## config.mk

```make
export PLATFORM = sky130hd
export DESIGN_NAME = keyed_watchdog
export DESIGN_NICKNAME = d
export VERILOG_FILES = /design/src/rtl/wdg_pkg.sv /design/src/rtl/wdg_period_cnt.sv /design/src/rtl/wdg_key_seq.sv /design/src/rtl/wdg_req_out.sv /design/src/rtl/keyed_watchdog.sv
export SDC_FILE = /design/constraint.sdc
export NUM_CORES = 1
export LEC_CHECK = 0
export BUFFER_PORTS_ARGS = -buffer_cell sky130_fd_sc_hd__buf_4
export CAP_MARGIN = 15
export CORE_MARGIN = 3
export CORE_UTILIZATION = 48
export DETAILED_ROUTE_END_ITERATION = 8
export HOLD_SLACK_MARGIN = 0.1
export PLACE_DENSITY_LB_ADDON = 0.05
export SETUP_SLACK_MARGIN = 0.05
export SYNTH_ARGS = -nofsm -noshare
export SYNTH_HDL_FRONTEND = slang
export SYNTH_HIERARCHICAL = 1
export SYNTH_SLANG_ARGS = --single-unit
export TNS_END_PERCENT = 5
```

## constraint.sdc

```tcl
create_clock -name clk -period 4.1 [get_ports clk]
set_clock_uncertainty 0.2 [all_clocks]
set_input_delay 0.41 -clock clk [delete_from_list [all_inputs] [get_ports clk]]
set_output_delay 0.41 -clock clk [all_outputs]
set_load 0.03 [all_outputs]
```

## src/rtl/wdg_pkg.sv

```systemverilog
package wdg_pkg;

  localparam logic [7:0] KEY_ARM  = 8'h55;
  localparam logic [7:0] KEY_FIRE = 8'hAA;

  typedef enum logic [2:0] {
    FLT_NONE,
    FLT_VALUE,
    FLT_ORDER,
    FLT_EARLY,
    FLT_EXPIRE
  } fault_e;

  function automatic int period_shift(input int base_log2, input int step_log2, input int idx);
    return base_log2 + step_log2 * idx;
  endfunction

endpackage

```

## src/rtl/wdg_period_cnt.sv

```systemverilog
module wdg_period_cnt #(
  parameter int NUM_PERIODS = 4,
  parameter int BASE_LOG2   = 10,
  parameter int STEP_LOG2   = 2,
  parameter int SEL_W       = 2,
  parameter int CNT_W       = 16
) (
  input  logic             clk,
  input  logic             rst,
  input  logic             en_i,
  input  logic [SEL_W-1:0] sel_i,
  input  logic             restart_i,
  output logic             expire_o,
  output logic             win_open_o
);
  import wdg_pkg::*;

  logic [CNT_W:0]   lim_tbl [NUM_PERIODS];
  logic [CNT_W:0]   lim_sel;
  logic [CNT_W:0]   win_start;
  logic [CNT_W-1:0] cnt_q;

  for (genvar g = 0; g < NUM_PERIODS; g++) begin : g_lim
    localparam int SH = period_shift(BASE_LOG2, STEP_LOG2, g);
    assign lim_tbl[g] = {{CNT_W{1'b0}}, 1'b1} << SH;
  end

  assign lim_sel   = lim_tbl[sel_i];
  assign win_start = lim_sel - (lim_sel >> 2);

  always_ff @(posedge clk) begin
    if (rst || !en_i) begin
      cnt_q <= '0;
    end else if (restart_i) begin
      cnt_q <= '0;
    end else begin
      cnt_q <= cnt_q + 1'b1;
    end
  end

  assign expire_o   = en_i && ({1'b0, cnt_q} >= (lim_sel - 1'b1));
  assign win_open_o = ({1'b0, cnt_q} >= win_start);


  cnt_restart_chk: assert property (@(posedge clk) disable iff (rst)
    en_i && restart_i |=> cnt_q == '0);


  cnt_held_clear_chk: assert property (@(posedge clk) disable iff (rst)
    !en_i |=> cnt_q == '0);

endmodule

```

## src/rtl/wdg_key_seq.sv

```systemverilog
module wdg_key_seq (
  input  logic           clk,
  input  logic           rst,
  input  logic           en_i,
  input  logic           win_en_i,
  input  logic           hold_i,
  input  logic           wr_i,
  input  logic [7:0]     data_i,
  input  logic           win_open_i,
  input  logic           expire_i,
  output wdg_pkg::fault_e kind_o,
  output logic           serviced_o
);
  import wdg_pkg::*;

  logic pend_q;
  logic take;
  logic is_arm;
  logic is_fire;
  logic early;

  assign take    = en_i && wr_i && !hold_i;
  assign is_arm  = (data_i == KEY_ARM);
  assign is_fire = (data_i == KEY_FIRE);
  assign early   = win_en_i && !win_open_i;

  always_comb begin
    kind_o     = FLT_NONE;
    serviced_o = 1'b0;
    if (take) begin
      if (!is_arm && !is_fire) begin
        kind_o = FLT_VALUE;
      end else if (early) begin
        kind_o = FLT_EARLY;
      end else if (is_fire && !pend_q) begin
        kind_o = FLT_ORDER;
      end else if (is_fire) begin
        serviced_o = 1'b1;
      end
    end
    if (kind_o == FLT_NONE && !serviced_o && en_i && !hold_i && expire_i) begin
      kind_o = FLT_EXPIRE;
    end
  end

  always_ff @(posedge clk) begin
    if (rst || !en_i) begin
      pend_q <= 1'b0;
    end else if (kind_o != FLT_NONE || serviced_o) begin
      pend_q <= 1'b0;
    end else if (take && is_arm) begin
      pend_q <= 1'b1;
    end
  end


  svc_needs_arm_chk: assert property (@(posedge clk) disable iff (rst)
    serviced_o |-> pend_q);


  arm_sets_pend_chk: assert property (@(posedge clk) disable iff (rst)
    take && is_arm && kind_o == FLT_NONE |=> pend_q);


  fault_clears_pend_chk: assert property (@(posedge clk) disable iff (rst)
    kind_o != FLT_NONE |=> !pend_q);

endmodule

```

## src/rtl/wdg_req_out.sv

```systemverilog
module wdg_req_out (
  input  logic            clk,
  input  logic            rst,
  input  wdg_pkg::fault_e kind_i,
  output logic            req_o
);
  import wdg_pkg::*;

  logic req_q;

  always_ff @(posedge clk) begin
    if (rst) begin
      req_q <= 1'b0;
    end else begin
      req_q <= (kind_i != FLT_NONE);
    end
  end

  assign req_o = req_q;


  pulse_single_chk: assert property (@(posedge clk) disable iff (rst)
    req_q |=> !req_q);

endmodule

```

## src/rtl/keyed_watchdog.sv

```systemverilog
module keyed_watchdog #(
  parameter int NUM_PERIODS = 4,
  parameter int BASE_LOG2   = 10,
  parameter int STEP_LOG2   = 2,
  localparam int SEL_W      = $clog2(NUM_PERIODS),
  localparam int CNT_W      = BASE_LOG2 + STEP_LOG2 * (NUM_PERIODS - 1)
) (
  input  logic             clk,
  input  logic             rst,
  input  logic             en,
  input  logic             win_mode,
  input  logic [SEL_W-1:0] period_sel,
  input  logic             wr_stb,
  input  logic [7:0]       wr_data,
  output logic             rst_req
);
  import wdg_pkg::*;

  logic   expire;
  logic   win_open;
  logic   serviced;
  logic   restart;
  fault_e kind;

  assign restart = serviced || (kind != FLT_NONE);

  wdg_period_cnt #(
    .NUM_PERIODS(NUM_PERIODS),
    .BASE_LOG2  (BASE_LOG2),
    .STEP_LOG2  (STEP_LOG2),
    .SEL_W      (SEL_W),
    .CNT_W      (CNT_W)
  ) u_cnt (
    .clk       (clk),
    .rst       (rst),
    .en_i      (en),
    .sel_i     (period_sel),
    .restart_i (restart),
    .expire_o  (expire),
    .win_open_o(win_open)
  );

  wdg_key_seq u_seq (
    .clk       (clk),
    .rst       (rst),
    .en_i      (en),
    .win_en_i  (win_mode),
    .hold_i    (rst_req),
    .wr_i      (wr_stb),
    .data_i    (wr_data),
    .win_open_i(win_open),
    .expire_i  (expire),
    .kind_o    (kind),
    .serviced_o(serviced)
  );

  wdg_req_out u_out (
    .clk   (clk),
    .rst   (rst),
    .kind_i(kind),
    .req_o (rst_req)
  );


  bad_value_req_chk: assert property (@(posedge clk) disable iff (rst)
    en && wr_stb && !rst_req && wr_data != KEY_ARM && wr_data != KEY_FIRE |=> rst_req);


  early_write_req_chk: assert property (@(posedge clk) disable iff (rst)
    en && wr_stb && !rst_req && win_mode && !win_open |=> rst_req);


  disabled_quiet_chk: assert property (@(posedge clk) disable iff (rst)
    !en |=> !rst_req);


  expire_restarts_chk: assert property (@(posedge clk) disable iff (rst)
    expire && !rst_req |-> restart);

endmodule

```

# Word level (Yosys, flattened, before mapping)
# Cells that the tools add are included.
# Widths: inputs -> output; s select.
# word_totals
word_cells	48
out_inout_bits	1
in_bits	15
register_bits	18
# classes
n_bitwise	1
n_eq_ne	2
add_sub_neg	3
order_cmp	3
n_mux	13
reduce_logical	23
# op_table
operator	n
$bmux 17 s2	1
$ge 16x17->1	2
$mux 17	2
$sub 17x1->17 const B	1
$sub 17x15->17	1
$add 16x1->16 const B	1
$mux 3	4
$logic_and 1x1->1	11
$eq 8x7->1 const B	1
$eq 8x8->1 const B	1
$logic_not 1->1	7
$mux 1	5
$ge 3x3->1 const B	1
$logic_not 3->1	1
$not 2->3	1
$reduce_bool 3->1	1
$logic_or 1x1->1	2
$mux 2	1
$reduce_or 2->1	1

# Logic depth before layout (Yosys ltp)
# depth
ltp_word	20
ltp_mapped	16
ltp_nobuf	15

# Cells and area by module
# Netlist, hierarchy kept.
# modules_own_cells
mod	area_per_inst_um2	seq_area_each_um2	n_inst	cells_per_inst
wdg_period_cnt	1054.8	320.3	1	123
wdg_key_seq	196.4	20.0	1	23
wdg_req_out	28.8	20.0	1	3
keyed_watchdog	7.5	0.0	1	1

# Worst setup path after synthesis
# Ideal clock, no wire load.
# synth_path
path_kind	in2reg
from	input port period_sel[0]
to	register u_cnt.cnt_q[10]
required_time_ns	3.835
arrival_time_ns	2.768
setup_time_ns	0.065
path_buffers	1
path_stages	15
path_slack_ns	1.067
cell_sequence	nand2b_1 -> ha_1 -> nand3_1 -> o22ai_1 -> a31oi_1 -> a22oi_1 -> nand2b_1 -> nand2_1 -> a32oi_1 -> nor2_1 -> or4_1 -> nor2_1 -> nand2_1 -> clkbuf_1 -> nor2_1
# synth_between
elab_chain_len	20
word_cells_on_any_way	27
cone_classes	add/sub (2); order compare (2); mux (10); bitwise (1); reduce/logical (12)
# synth_rtl
element	line_no	text
from (decl)	keyed_watchdog.sv:12	input logic [SEL_W-1:0] period_sel,
$not 2->3 (implied by the code) *	wdg_period_cnt.sv:28	assign lim_sel = lim_tbl[sel_i];
$bmux 17 s2 *	wdg_period_cnt.sv:28	
$mux 17 (implied by the code) * (2 in series)	wdg_period_cnt.sv:28	
$sub 17x15->17 *	wdg_period_cnt.sv:29	assign win_start = lim_sel - (lim_sel >> 2);
$ge 16x17->1 *	wdg_period_cnt.sv:42	assign win_open_o = ({1'b0, cnt_q} >= win_start);
named net win_open	keyed_watchdog.sv:20	logic win_open;
$logic_not 1->1 *	wdg_key_seq.sv:25	assign early = win_en_i && !win_open_i;
$logic_and 1x1->1 *	wdg_key_seq.sv:25	
(+3 left out)	n/a	
$logic_not 3->1 / $logic_not 1->1 (equally long branches)	wdg_key_seq.sv:41	if (kind_o == FLT_NONE && !serviced_o && en_i && !hold_i && expire_i) begin
$logic_and 1x1->1 (4 in series)	wdg_key_seq.sv:41	
$mux 3 *	wdg_key_seq.sv:41	
named net kind[1]	keyed_watchdog.sv:23	fault_e kind;
$reduce_bool 3->1 *	keyed_watchdog.sv:25	assign restart = serviced || (kind != FLT_NONE);
$logic_or 1x1->1 *	keyed_watchdog.sv:25	
named net restart	keyed_watchdog.sv:22	logic restart;
$reduce_or 2->1 (no line) *	n/a	
to (signal assigned)	wdg_period_cnt.sv:37	cnt_q <= cnt_q + 1'b1;
to (decl)	wdg_period_cnt.sv:21	logic [CNT_W-1:0] cnt_q;
# The timed path passes the listed nets; every way through them passes the cells marked *. The select of a mux whose other input is x is not followed.
# A chain may end at the register's enable or synchronous reset.

# Worst setup path in the final report
# layout_path
from	register u_cnt.cnt_q[12]
to	register u_cnt.cnt_q[7]
# layout_between
elab_chain_len	15
word_cells_on_any_way	21
cone_classes	order compare (2); mux (7); reduce/logical (12)
# layout_rtl
element	line_no	text
$ge 16x17->1 *	wdg_period_cnt.sv:42	
named net win_open	keyed_watchdog.sv:20	
$logic_not 1->1 *	wdg_key_seq.sv:25	
$logic_and 1x1->1 *	wdg_key_seq.sv:25	
$mux 3 / $mux 1 (equally long branches)	wdg_key_seq.sv:33	end else if (early) begin
$mux 3 / $mux 1 (equally long branches)	wdg_key_seq.sv:31	if (!is_arm && !is_fire) begin
$mux 3 / $mux 1 (equally long branches)	wdg_key_seq.sv:30	if (take) begin
$logic_not 3->1 / $logic_not 1->1 (equally long branches)	wdg_key_seq.sv:41	
$logic_and 1x1->1 (4 in series)	wdg_key_seq.sv:41	
$mux 3 *	wdg_key_seq.sv:41	
named net kind[1]	keyed_watchdog.sv:23	
$reduce_bool 3->1 *	keyed_watchdog.sv:25	
$logic_or 1x1->1 *	keyed_watchdog.sv:25	
named net restart	keyed_watchdog.sv:22	
$reduce_or 2->1 (no line) *	n/a	
# The timed path passes the listed nets; every way through them passes the cells marked *.

==> run_results.csv <==
group,metric,value,unit
status,outcome,"finished, final reports clean",
sta,setup_viol,0,
die,die_x,57.79,um
synth,synthCells,150,
synth,synth-edff-count,0,
routing,drtIter0Drc,26,
worst_hold_path,min_path_type,"input port to flop",
die,start_util,0.5104,
flow_run,max-cap-violations,0,
sta,fin_crit,3.262,ns
clock_tree,cts_setup_buffers,0,
synth,synth_area_leaders,"dfxtp_1 (28%), ha_1 (11%), xnor2_1 (7.5%)",
setup_path,worstSetupStartpoint,"u_cnt/cnt_q[12]$_SDFF_PP0_",
worst_hold_path,min_path_cells,2,
sta,setup_tns,0,ns
sta,setup_slack,0.8380,ns
worst_hold_path,min_to,"u_cnt/cnt_q[1]$_SDFF_PP0_",
clock_tree,clk_path_buf_depth,2,
setup_path,worst_setup_path_start_kind,"flop",
synth,async_flop_share,0,
routing,wirelength,2482,um
synth,ys_ff_latch,18,
clock_tree,clock_sinks,18,
global_routing,grt_first_pass_wirelength,4195,um
sta,slew_headroom,0.6351,
global_routing,grtUsageTotal,0.1595,
routing,wl_per_cell,12.60,um
setup_path,regToRegEndpoint,"u_cnt/cnt_q[7]$_SDFF_PP0_",
synth,seq_area_frac_synth,0.2799,
clock_tree,cts_root_buf,"clkbuf_4",
global_routing,grt_max_degree,16,
global_routing,antenna_found_initial,0,
synth,synth_area,0.001287,mm2
clock_tree,htreeDepth,1,
synth,synth_cell_type_count,38,
setup_path,critPathMaxFanout,15,
setup_path,r2r_start,"u_cnt/cnt_q[12]$_SDFF_PP0_",
clock_tree,clk_pin_slew,0.10,ns
synth,yosysTopAreaCell,"dfxtp_1",
placed_design,pre_cts_ws,0.6073,ns
die,ios,16,
sta,rsz0062_at_grt,"no",
synth,synth_top_area_frac,0.2799,
clock_tree,cts_tree,"yes",
sta,clock.fmax,306.6,MHz
synth,yosysMostFrequentCell,"nor2_1",
layout,nFillCells,229,
placed_design,dpl_cell_area,0.001418,mm2
setup_path,rrSetupSlack,0.84,ns
clock_tree,cts_hold_buf,1,
layout,area_delta_synth_final,13.70,%
clock_tree,clk_latency,0.29,ns
power_and_ir_drop,ir_drop,0.2008,mV
synth,syn-mean-instance-area,8.583,um2
worst_hold_path,min-delay-start,"en",
placed_design,port_buffers,15,
placed_design,hpwl,1904,um
layout,nets,194,
die,die-area,0.003340,mm2
power_and_ir_drop,power_density,222.4,mW/mm2
sta,finalCritPeriodShare,0.7956,
routing,route.detailed.drc,0,
routing,postRouteAntennaNets,0,
setup_path,critical_path_class,"flop to flop",
setup_path,crit_required,4.12,ns
synth,syn-num-nets,176,
sta,slew_viol_final,0,
layout,fin_area,0.001464,mm2
die,core,0.002522,mm2
synth,synthTopCellsByCount,"nor2_1 (22), dfxtp_1 (18), a21oi_1 (12)",
setup_path,arrival,3.28,ns
synth,synth_flop_cell,"dfxtp_1",
placed_design,place.gp.congestion,0.8869,
synth,ys_warn_count,6,
setup_path,reg2reg_depth,13,
die,die_y,57.79,um
clock_tree,numCtsBuffers,3,
layout,layout-drive-gt1-share,0.1916,
sta,finalHoldViolCount,0,
setup_path,endpoint_kind,"flop",
clock_tree,postCtsResizedCells,0,
die,rows,18,
global_routing,overflow,0,
routing,vias_per_cell,5.508,
global_routing,grt_pass1_vias,934,
power_and_ir_drop,total_leakage_power,0.5664,nW
routing,first_pass_iters,5,
routing,vias,1085,
sta,worst_pin_slew,0.5458,ns
layout,n_antenna_cell,0,
==> metal layers <==
layer | GRT usage | vias to the layer above | wire length (um)
li1 | - | 571 | -
met1 | 0.2259 | 492 | 1273
met2 | 0.2403 | 18 | 1089
met3 | 0.01559 | 4 | 94
met4 | 0.07947 | 0 | 24
met5 | 0 | - | 0
==> worst max path at each step <==
stage,to,slack [ns]
finish,u_cnt/cnt_q[7]$_SDFF_PP0_,0.84
global route,u_cnt/cnt_q[6]$_SDFF_PP0_,0.61
floorplan,u_cnt/cnt_q[10]$_SDFF_PP0_,1.07
detailed placement,u_cnt/cnt_q[7]$_SDFF_PP0_,0.61
CTS,u_cnt/cnt_q[7]$_SDFF_PP0_,0.89
global placement,u_cnt/cnt_q[6]$_SDFF_PP0_,0.70
==> placed cells by master (no fill, tap or decap) <==
cell type / n
nor2_1: 22
dfxtp_1: 18
buf_4: 15
a21oi_1: 12
xnor2_1: 11
ha_1: 11
nand2_1: 10
inv_1: 9
nor3_1: 7
o21ai_0: 6
nand3_1: 5
clkbuf_4: 3
nor4_2: 3
or4_1: 2
nand2b_1: 2
nand4_1: 2
nand4_4: 2
or3_1: 2
nor4_4: 2
and4bb_2: 2
nand4bb_1: 2
nor2b_1: 2
clkbuf_8: 1
dlygate4sd3_1: 1
or2_2: 1
a211oi_1: 1
o22ai_1: 1
a31oi_1: 1
a22oi_1: 1
o211ai_1: 1
nand3_2: 1
o221ai_1: 1
xor2_1: 1
and3_1: 1
nand3b_4: 1
and3b_1: 1
a32oi_1: 1
or2_0: 1
nor4b_2: 1
==> critical path, stage by stage, from the launching register on <==
cell      delay, ns
dfxtp_1        0.39
ha_1           0.33
nand3_1        0.10
o22ai_1        0.16
a31oi_1        0.08
a22oi_1        0.24
nand2b_1       0.16
nand2_1        0.07
a32oi_1        0.20
nor2_1         0.07
or4_1          0.52
nor2_1         0.13
nand2_1        0.31
a21oi_1        0.23
==> cell type report <==
| cell class | instances | area [um2] | share of cell area |
|---|---|---|---|
| Inverter | 9 | 33.78 | 0.02308 |
| Multi-Input combinational cell | 120 | 873.3 | 0.5966 |
| Clock buffer | 4 | 36.28 | 0.02479 |
| Timing Repair Buffer | 16 | 122.6 | 0.08376 |
| Tap cell | 30 | 37.54 | 0.02564 |
| Sequential cell | 18 | 360.3 | 0.2462 |
==> report_power, final <==
group	switching [mW]	internal (mW)	leakage [nW]
Sequential	0.00185	0.176	0.145
Clock	0.0541	0.0541	0.0210
Combinational	0.0195	0.0199	0.400
Total	0.0754	0.250	0.566
==> logic make-up (layout without fill, tap and decap cells) <==
group | after synthesis | count (layout) | share of synthesized area
compound gates | 25 | 25 | 0.1108
buf+inv | 12 | 29 | 0.04178
xor+xnor | 12 | 12 | 0.08163
simple gates | 72 | 72 | 0.3790
fa+ha+maj | 11 | 11 | 0.1069
flops | 18 | 18 | 0.2799
==> sequential cells by signal, summed over array words and instances (netlist names) <==
| register | count |
|---|---|
| u_cnt/cnt_q | 16 |
| u_out/req_o | 1 |
| u_seq/pend_q | 1 |
==> stage by stage <==
step	cells	hold slack (ns)	util	total power, mW
floorplan	150	0.2584	-	0.2023
global placement	192	0.2686	0.5620	0.2194
detailed placement	192	0.2990	0.5620	0.2206
CTS	197	0.2124	0.5804	0.3303
global route	197	0.2155	0.5804	0.3406
finish	197	0.2106	0.5804	0.3255
Note: power is estimated with default switching activity, not from simulation.
